## config.mk

```make
export PLATFORM = sky130hd
export DESIGN_NAME = crt_text_timer
export DESIGN_NICKNAME = d
export VERILOG_FILES = /design/src/rtl/vtg_pkg.sv /design/src/rtl/vtg_mod_counter.sv /design/src/rtl/vtg_decode.sv /design/src/rtl/vtg_access_stretch.sv /design/src/rtl/crt_text_timer.sv
export SDC_FILE = /design/constraint.sdc
export NUM_CORES = 1
export LEC_CHECK = 0
export BUFFER_PORTS_ARGS = -buffer_cell sky130_fd_sc_hd__clkbuf_2
export CORE_MARGIN = 4
export CORE_UTILIZATION = 25
export CTS_CLUSTER_SIZE = 28
export DETAILED_ROUTE_END_ITERATION = 16
export GPL_TIMING_DRIVEN = 0
export PLACE_DENSITY_LB_ADDON = 0.08
export SLEW_MARGIN = 40
export SYNTH_ARGS = -nofsm -noshare
export SYNTH_HDL_FRONTEND = slang
export SYNTH_SLANG_ARGS = --single-unit
```

## constraint.sdc

```tcl
create_clock -name clk -period 2.9 [get_ports clk]
set_clock_uncertainty 0.05 [all_clocks]
set_input_delay 0.725 -clock clk [delete_from_list [all_inputs] [get_ports clk]]
set_output_delay 0.725 -clock clk [all_outputs]
set_load 0.02 [all_outputs]
```

## src/rtl/vtg_pkg.sv

```systemverilog
package vtg_pkg;

  typedef struct packed {
    logic load;
    logic hs;
    logic vs;
    logic cs;
    logic blank;
  } vtg_flags_t;

  function automatic logic in_window(input int unsigned v, input int unsigned lo,
                                     input int unsigned len);
    return (v >= lo) && (v < lo + len);
  endfunction

  function automatic logic at_or_past(input int unsigned v, input int unsigned lim);
    return v >= lim;
  endfunction

endpackage

```

## src/rtl/vtg_mod_counter.sv

```systemverilog
module vtg_mod_counter #(
  parameter int unsigned MOD = 8,
  localparam int unsigned W = (MOD > 1) ? $clog2(MOD) : 1
) (
  input  logic         clk,
  input  logic         rst_n,
  input  logic         en,
  output logic [W-1:0] q,
  output logic [W-1:0] nxt,
  output logic         last
);

  assign last = (q == W'(MOD - 1));

  always_comb begin
    nxt = q;
    if (en) nxt = last ? '0 : q + 1'b1;
  end

  always_ff @(posedge clk) begin
    if (!rst_n) q <= '0;
    else        q <= nxt;
  end


  cnt_step_chk: assert property (@(posedge clk) disable iff (!rst_n)
    (en && !last) |=> (q == W'($past(q) + 1'b1)));


  cnt_wrap_chk: assert property (@(posedge clk) disable iff (!rst_n)
    (en && last) |=> (q == '0));


  cnt_hold_chk: assert property (@(posedge clk) disable iff (!rst_n)
    !en |=> $stable(q));

endmodule

```

## src/rtl/vtg_decode.sv

```systemverilog
module vtg_decode
  import vtg_pkg::*;
#(
  parameter int unsigned DW = 3,
  parameter int unsigned CW = 7,
  parameter int unsigned LW = 4,
  parameter int unsigned RW = 5,
  parameter int unsigned COLS_VIS = 80,
  parameter int unsigned HS_START = 88,
  parameter int unsigned HS_LEN = 8,
  parameter int unsigned LINES_VIS = 8,
  parameter int unsigned ROWS_VIS = 16,
  parameter int unsigned VS_ROW = 18
) (
  input  logic [DW-1:0] dot,
  input  logic [CW-1:0] col,
  input  logic [LW-1:0] line,
  input  logic [RW-1:0] row,
  input  logic          hold,
  output vtg_flags_t    flags
);

  always_comb begin
    flags.load  = (dot == '0);
    flags.hs    = in_window(32'(col), HS_START, HS_LEN);
    flags.vs    = (32'(row) == VS_ROW);
    flags.cs    = flags.hs | flags.vs;
    flags.blank = at_or_past(32'(col), COLS_VIS) | at_or_past(32'(line), LINES_VIS)
                | at_or_past(32'(row), ROWS_VIS) | hold;
  end

endmodule

```

## src/rtl/vtg_access_stretch.sv

```systemverilog
module vtg_access_stretch #(
  parameter int unsigned HOLD = 8
) (
  input  logic clk,
  input  logic rst_n,
  input  logic access,
  output logic hold_nxt
);

  generate
    if (HOLD == 0) begin : g_direct
      assign hold_nxt = access;
    end else begin : g_count
      localparam int unsigned HW = $clog2(HOLD + 1);
      logic [HW-1:0] cnt_q, cnt_d;

      always_comb begin
        if (access)            cnt_d = HW'(HOLD);
        else if (cnt_q != '0)  cnt_d = cnt_q - 1'b1;
        else                   cnt_d = '0;
      end

      assign hold_nxt = (cnt_d != '0);

      always_ff @(posedge clk) begin
        if (!rst_n) cnt_q <= '0;
        else        cnt_q <= cnt_d;
      end


      stretch_load_chk: assert property (@(posedge clk) disable iff (!rst_n)
        access |=> (cnt_q == HW'(HOLD)));


      stretch_drain_chk: assert property (@(posedge clk) disable iff (!rst_n)
        (!access && cnt_q != '0) |=> (cnt_q == $past(cnt_q) - 1'b1));
    end
  endgenerate

endmodule

```

## src/rtl/crt_text_timer.sv

```systemverilog
module crt_text_timer
  import vtg_pkg::*;
#(
  parameter int unsigned DOTS_PER_CHAR = 8,
  parameter int unsigned COLS_TOTAL    = 113,
  parameter int unsigned COLS_VIS      = 80,
  parameter int unsigned HS_START      = 88,
  parameter int unsigned HS_LEN        = 8,
  parameter int unsigned LINES_PER_ROW = 12,
  parameter int unsigned LINES_VIS     = 8,
  parameter int unsigned ROWS_TOTAL    = 22,
  parameter int unsigned ROWS_VIS      = 16,
  parameter int unsigned VS_ROW        = 18,
  localparam int unsigned DW = $clog2(DOTS_PER_CHAR),
  localparam int unsigned CW = $clog2(COLS_TOTAL),
  localparam int unsigned LW = $clog2(LINES_PER_ROW),
  localparam int unsigned RW = $clog2(ROWS_TOTAL)
) (
  input  logic          clk,
  input  logic          rst_n,
  input  logic          cpu_access,
  output logic          char_load,
  output logic          hsync,
  output logic          vsync,
  output logic          csync,
  output logic          blank,
  output logic [CW-1:0] col_idx,
  output logic [LW-1:0] line_idx,
  output logic [RW-1:0] row_idx
);

  localparam logic HS_AT_ZERO = in_window(0, HS_START, HS_LEN);
  localparam logic VS_AT_ZERO = (VS_ROW == 0);
  localparam vtg_flags_t FLAGS_AT_ZERO = '{load: 1'b1, hs: HS_AT_ZERO, vs: VS_AT_ZERO,
                                           cs: HS_AT_ZERO | VS_AT_ZERO, blank: 1'b0};

  logic [DW-1:0] dot_q, dot_nxt;
  logic [CW-1:0] col_nxt;
  logic [LW-1:0] line_nxt;
  logic [RW-1:0] row_nxt;
  logic          dot_last, col_last, line_last, row_last;
  logic          line_step, row_step;
  logic          hold_nxt;
  vtg_flags_t    flags_nxt, flags_q;

  assign line_step = dot_last & col_last;
  assign row_step  = line_step & line_last;

  vtg_mod_counter #(.MOD(DOTS_PER_CHAR)) u_dot (
    .clk(clk), .rst_n(rst_n), .en(1'b1),
    .q(dot_q), .nxt(dot_nxt), .last(dot_last));

  vtg_mod_counter #(.MOD(COLS_TOTAL)) u_col (
    .clk(clk), .rst_n(rst_n), .en(dot_last),
    .q(col_idx), .nxt(col_nxt), .last(col_last));

  vtg_mod_counter #(.MOD(LINES_PER_ROW)) u_line (
    .clk(clk), .rst_n(rst_n), .en(line_step),
    .q(line_idx), .nxt(line_nxt), .last(line_last));

  vtg_mod_counter #(.MOD(ROWS_TOTAL)) u_row (
    .clk(clk), .rst_n(rst_n), .en(row_step),
    .q(row_idx), .nxt(row_nxt), .last(row_last));

  vtg_access_stretch #(.HOLD(DOTS_PER_CHAR)) u_stretch (
    .clk(clk), .rst_n(rst_n), .access(cpu_access), .hold_nxt(hold_nxt));

  vtg_decode #(
    .DW(DW), .CW(CW), .LW(LW), .RW(RW),
    .COLS_VIS(COLS_VIS), .HS_START(HS_START), .HS_LEN(HS_LEN),
    .LINES_VIS(LINES_VIS), .ROWS_VIS(ROWS_VIS), .VS_ROW(VS_ROW)
  ) u_decode (
    .dot(dot_nxt), .col(col_nxt), .line(line_nxt), .row(row_nxt),
    .hold(hold_nxt), .flags(flags_nxt));

  always_ff @(posedge clk) begin
    if (!rst_n) flags_q <= FLAGS_AT_ZERO;
    else        flags_q <= flags_nxt;
  end

  assign char_load = flags_q.load;
  assign hsync     = flags_q.hs;
  assign vsync     = flags_q.vs;
  assign csync     = flags_q.cs;
  assign blank     = flags_q.blank;


  load_first_dot_chk: assert property (@(posedge clk) disable iff (!rst_n)
    char_load == (dot_q == '0));


  row_wrap_chk: assert property (@(posedge clk) disable iff (!rst_n)
    (row_step && row_last) |=> (row_idx == '0));


  hsync_window_chk: assert property (@(posedge clk) disable iff (!rst_n)
    hsync == ((32'(col_idx) >= HS_START) && (32'(col_idx) < HS_START + HS_LEN)));


  csync_mix_chk: assert property (@(posedge clk) disable iff (!rst_n)
    csync == (hsync || vsync));


  blank_area_chk: assert property (@(posedge clk) disable iff (!rst_n)
    ((32'(col_idx) >= COLS_VIS) || (32'(line_idx) >= LINES_VIS)
     || (32'(row_idx) >= ROWS_VIS)) |-> blank);


  access_blank_chk: assert property (@(posedge clk) disable iff (!rst_n)
    cpu_access |=> blank);

endmodule

```

# Yosys cells after proc, flatten, opt, wreduce, memory -nomap -nowiden
# Cells that the tools add are included.
[totals]
ff_bits = 28
inputBits = 3
out_inout_bits = 21
word_cells = 44
[op_classes]
add_sub_neg = 5
n_lt_le_gt_ge = 5
eq_ne = 5
mux = 9
bitwise = 6
reduce_logical = 4
[ops]
columns = ["operator", "n"]
rows = [
  ["$mux 4", 4],
  ["$ge 7x7->1 const B", 2],
  ["$mux 7", 2],
  ["$eq 5x5->1 const B", 2],
  ["$mux 5", 2],
  ["$reduce_bool 4->1", 2],
  ["$add 7x1->7 const B", 1],
  ["$eq 7x7->1 const B", 1],
  ["$lt 7x7->1 const B", 1],
  ["$add 5x1->5 const B", 1],
  ["$ge 5x5->1 const B", 1],
  ["$add 4x1->4 const B", 1],
  ["$eq 4x4->1 const B", 1],
  ["$ge 4x4->1 const B", 1],
  ["$or 1x1->1", 4],
  ["$sub 4x1->4 const B", 1],
  ["$add 3x1->3 const B", 1],
  ["$eq 3x3->1 const B", 1],
  ["$logic_not 3->1", 1],
  ["$mux 3", 1],
  ["$and 1x1->1", 2],
  ["$logic_and 1x1->1", 1],
]

# Logic depth before layout (Yosys ltp)
[logic_depth]
ltp_word = 7
mapped_depth = 9
ltp_nobuf = 7

# By module
# From an unflattened synthesis, not the netlist that was laid out.
[unflattened]
cells_unflattened = 168
hier_area_um2 = 1562.7
[modules_own_cells]
columns = ["mod", "n_inst", "cells_each", "area_each_um2", "seq_area_each_um2"]
rows = [
  ["vtg_mod_counter (u_col)", 1, 52, 416.6, 140.1],
  ["vtg_mod_counter (u_row)", 1, 34, 352.8, 100.1],
  ["vtg_access_stretch", 1, 25, 215.2, 80.1],
  ["vtg_mod_counter (u_line)", 1, 22, 215.2, 80.1],
  ["vtg_mod_counter (u_dot)", 1, 13, 160.2, 60.1],
  ["crt_text_timer", 1, 13, 147.6, 100.1],
  ["vtg_decode", 1, 9, 55.1, 0.0],
]

# Least setup slack after synthesis
# OpenSTA, ideal clock, no wires.
[synth_path]
path_type = "register -> register"
startpoint = "register u_dot.q[0]"
endpoint = "register u_row.q[2]"
setup_time_ns = 0.071
arrival_ns = 1.903
t_required_ns = 2.779
slack_ns = 0.876
path_stages_with_launch = 9
path_buffers = 2
period_less_slack_ns = 2.024
cell_sequence = "dfxtp_1 -> ha_1 -> ha_1 -> buf_4 -> nand4bb_4 -> or3b_1 -> buf_6 -> or3b_1 -> a21oi_1"
[synth_via]
elab_chain_len = 4
[synth_lines]
columns = ["item", "line_no", "source"]
rows = [
  ["start, declared", "vtg_mod_counter.sv:8", "output logic [W-1:0] q,"],
  ["start signal, assigned", "vtg_mod_counter.sv:22", "else q <= nxt;"],
  ["$eq 3x3->1", "vtg_mod_counter.sv:13", "assign last = (q == W'(MOD - 1));"],
  ["$and 1x1->1", "crt_text_timer.sv:46", "assign line_step = dot_last & col_last;"],
  ["$and 1x1->1", "crt_text_timer.sv:47", "assign row_step = line_step & line_last;"],
  ["$mux 5", "vtg_mod_counter.sv:17", "if (en) nxt = last ? '0 : q + 1'b1;"],
  ["end signal, assigned", "vtg_mod_counter.sv:22", ""],
  ["end, declared", "vtg_mod_counter.sv:8", ""],
]
# Every way passes these cells.
# A chain may end at the register's enable or synchronous reset.

# Worst setup path in the final report
[layout_path]
startpoint = "register u_dot.q[0]"
endpoint = "register flags_q, in the netlist blank"
[layout_via]
elab_chain_len = 7
word_cells_on_any_way = 12
cone_classes = "order compare: 3; eq/ne: 1; mux: 3; bitwise: 5"
[layout_lines]
columns = ["item", "line_no", "source"]
rows = [
  ["$eq 3x3->1 *", "vtg_mod_counter.sv:13", ""],
  ["$and 1x1->1", "crt_text_timer.sv:46", ""],
  ["$and 1x1->1 or $mux 4 (tied branches)", "crt_text_timer.sv:47, vtg_mod_counter.sv:17", ""],
  ["$mux 5 or $ge 4x4->1 (tied branches)", "vtg_mod_counter.sv:17, vtg_pkg.sv:17", ""],
  ["$ge 5x5->1 or $or 1x1->1 (tied branches)", "vtg_pkg.sv:17, vtg_decode.sv:28", ""],
  ["$or 1x1->1 * (2 in a row)", "vtg_decode.sv:29", "| at_or_past(32'(row), ROWS_VIS) | hold;"],
  ["end signal, assigned", "crt_text_timer.sv:78", "else flags_q <= flags_nxt;"],
  ["end, declared", "crt_text_timer.sv:44", "vtg_flags_t flags_nxt, flags_q;"],
]
# Mark *: on every way between the ends. The rest lies on a longest branch, timed or not.

==> qor.yml <==
outcome: "finished clean"
port_buffers: 22
post_dp_cell_area_sq_um: 1580
p_leak_uw: 0.000645
synthToLayoutAreaGrowth_pct: 19.5
vdd_drop_max_mv: 0.206
drc: 0
synth_top_area_cell: "dfxtp_1"
hp-class: "reg -> reg"
min-delay-start: "u_dot.q[0]"
pwr-share-comb: 0.070
grt_overflow: 0
fillers: 576
clk_root_buffer_cell: "clkbuf_8"
initial_utilization: 0.264
drt_iter0_drc: 27
max_freq_mhz: 449
dp_hpwl_mm: 2.42
internal_power_uw: 604
cap_violations: 0
period_share: 0.768
p_sw_frac: 0.214
required_ns: 3.00
synth_fp_nets: 169
critPathArrivalTime_ns: 2.32
fp.coreArea_sq_um: 5240
cts-buffers-inserted: 3
r2r_end: "blank"
die_area_sq_um: 6780
grt_usage: 0.102
min_to: "u_dot.q[0]"
p_per_area_nw_per_um2: 465
grt_setup_unrepaired: "no"
insertion_delay_ns: 0.28
antenna_found_initial: 0
reg2reg_setup_slack_ns: 0.67
postRouteAntennaNets: 0
synth_top_area_share: 0.406
synth_common_cells: "dfxtp_1, nor2_1, nand2_1"
synth_seq_area_share: 0.406
pwr-share-clk: 0.406
finalHoldViolations: 0
synth_cell_types: 41
synthCells: 157
worst-r2r-cell-count: 8
synth.most_common_cell: "dfxtp_1"
cts_tree: "done"
clk_pin_slew_ns: 0.10
grt_pass1_wl_mm: 5.35
syn_area_per_cell_sq_um: 8.80
die_y_um: 82.3
holdWs_ns: 0.403
drt_pass1_iterations: 4
clk_path_buf_depth: 2
final_max_slew_viol_count: 0
pin_count: 24
finalPower_uw: 768
htreeDepth: 1
cp-end-kind: "flop"
num_rows: 26
syn-cell-area_sq_um: 1380
grt_max_degree: 17
hold_depth: 1
drt-wirelength-per-cell_um: 12.4
clock-sinks: 28
ys.flop_type: "dfxtp_1"
tns_ns: 0
gp_congestion: 0.769
fin_crit_ns: 2.23
yosys_warnings: 0
r2r-start: "u_dot.q[0]"
cts_resized: 0
synth_seq_cells: 28
diodes: 0
synthArstFlopShare: 0
nNetsFinal: 196
tightest_slew_ns: 0.547
cp-start-kind: "flop"
cp_max_fo: 9
synth_edf_count: 0
final_area_sq_um: 1650
cts_setup_buffers: 0
final_layout_size_suffix_gt1_frac: 0.180
power_switching_uw: 164
path_class: "reg -> reg"
cts_hold_buf: 0
grt_pass1_vias: 1100
setup_viol: 0
dieWidth_um: 82.3
power_frac_seq: 0.524
relSlewSlack: 0.635
wl_mm: 3.13
dr_total_vias: 1164
ys_top_cells_by_area: "dfxtp_1, ha_1, nor2_1"
viasPerCell: 4.60
worst max-delay path by stage:
stage | start | end | cells after the start
finish | u_dot.q[0] | blank | 8
global route | u_dot.q[0] | blank | 8
floorplan | u_dot.q[0] | u_row.q[2] | 8
global placement | u_dot.q[0] | blank | 8
CTS | u_dot.q[0] | blank | 8
detailed placement | u_dot.q[0] | blank | 8
stage by stage:
step	utilization	setup WS, ns	instances
2_1_floorplan	-	0.876	157
3_3_place_gp	0.301	0.670	249
3_5_place_dp	0.301	0.652	249
4_1_cts	0.315	0.635	253
5_1_grt	0.315	0.459	253
6_report	0.315	0.674	253
power by group through the flow:
stage,clock network (uW),logic [uW],registers [uW]
5_1_grt,339,62.3,404
3_3_place_gp,0,54.4,411
6_report,312,53.7,402
3_5_place_dp,0,55.0,411
2_1_floorplan,0,35.4,415
4_1_cts,329,55.2,403
flip-flops by register name, indices dropped and copies added, names as in the netlist:
signal,flops
u_col.q,7
u_row.q,5
u_line.q,4
u_stretch.g_count.cnt_q,4
u_dot.q,3
blank,1
char_load,1
csync,1
hsync,1
vsync,1
cells by family after synthesis:
kind of cell               Yosys count  synth area share
DFF                                 28             0.406
buffers and inverters               14            0.0462
and+or+nand+nor                     70             0.288
xor gates and xnor gates             4            0.0254
AOI/OAI and AO/OA                   30             0.139
adders and majority gates            9            0.0815
muxes                                2            0.0145
critical path, cell delays in order, from the launching register on:
cell	delay (ns)
dfxtp_1	0.35
ha_1	0.15
ha_1	0.14
buf_4	0.17
nand4bb_4	0.16
or2_2	0.37
o311ai_0	0.34
o21a_1	0.25
o211ai_1	0.12
metal layers:
layer	global-route usage	routed length, um	part of all wire	vias to the layer above
met4	0.0249	24	0.0077	0
met2	0.157	1300	0.42	17
met3	0.0304	151	0.048	2
met5	0	0	0	-
li1	-	-	-	610
met1	0.139	1650	0.53	535
cells in the final DEF (no fill, tap or decap), drive strengths merged, types with 3 or more instances in the layout:
| cell | synthesis | routed |
|---|---|---|
| a21oi | 10 | 10 |
| and2 | 6 | 6 |
| clkbuf | 2 | 27 |
| dfxtp | 28 | 28 |
| ha | 9 | 9 |
| inv | 10 | 10 |
| nand2 | 11 | 11 |
| nand3 | 3 | 3 |
| nor2 | 19 | 19 |
| nor3 | 8 | 8 |
| o21ai | 6 | 6 |
| or3 | 4 | 4 |
| xnor2 | 3 | 3 |
layout make-up:
cell class,instances,area [sq um],area share
Inverter,10,37.5,0.0227
Tap cell,70,87.6,0.0531
Timing Repair Buffer,22,110,0.0667
Buffer,4,26.3,0.0159
Sequential cell,28,561,0.340
Multi-Input combinational cell,115,757,0.459
Clock buffer,3,41.3,0.0250
Clock inverter,1,30.0,0.0182
No activity file was read; power rests on OpenSTA's default activity.
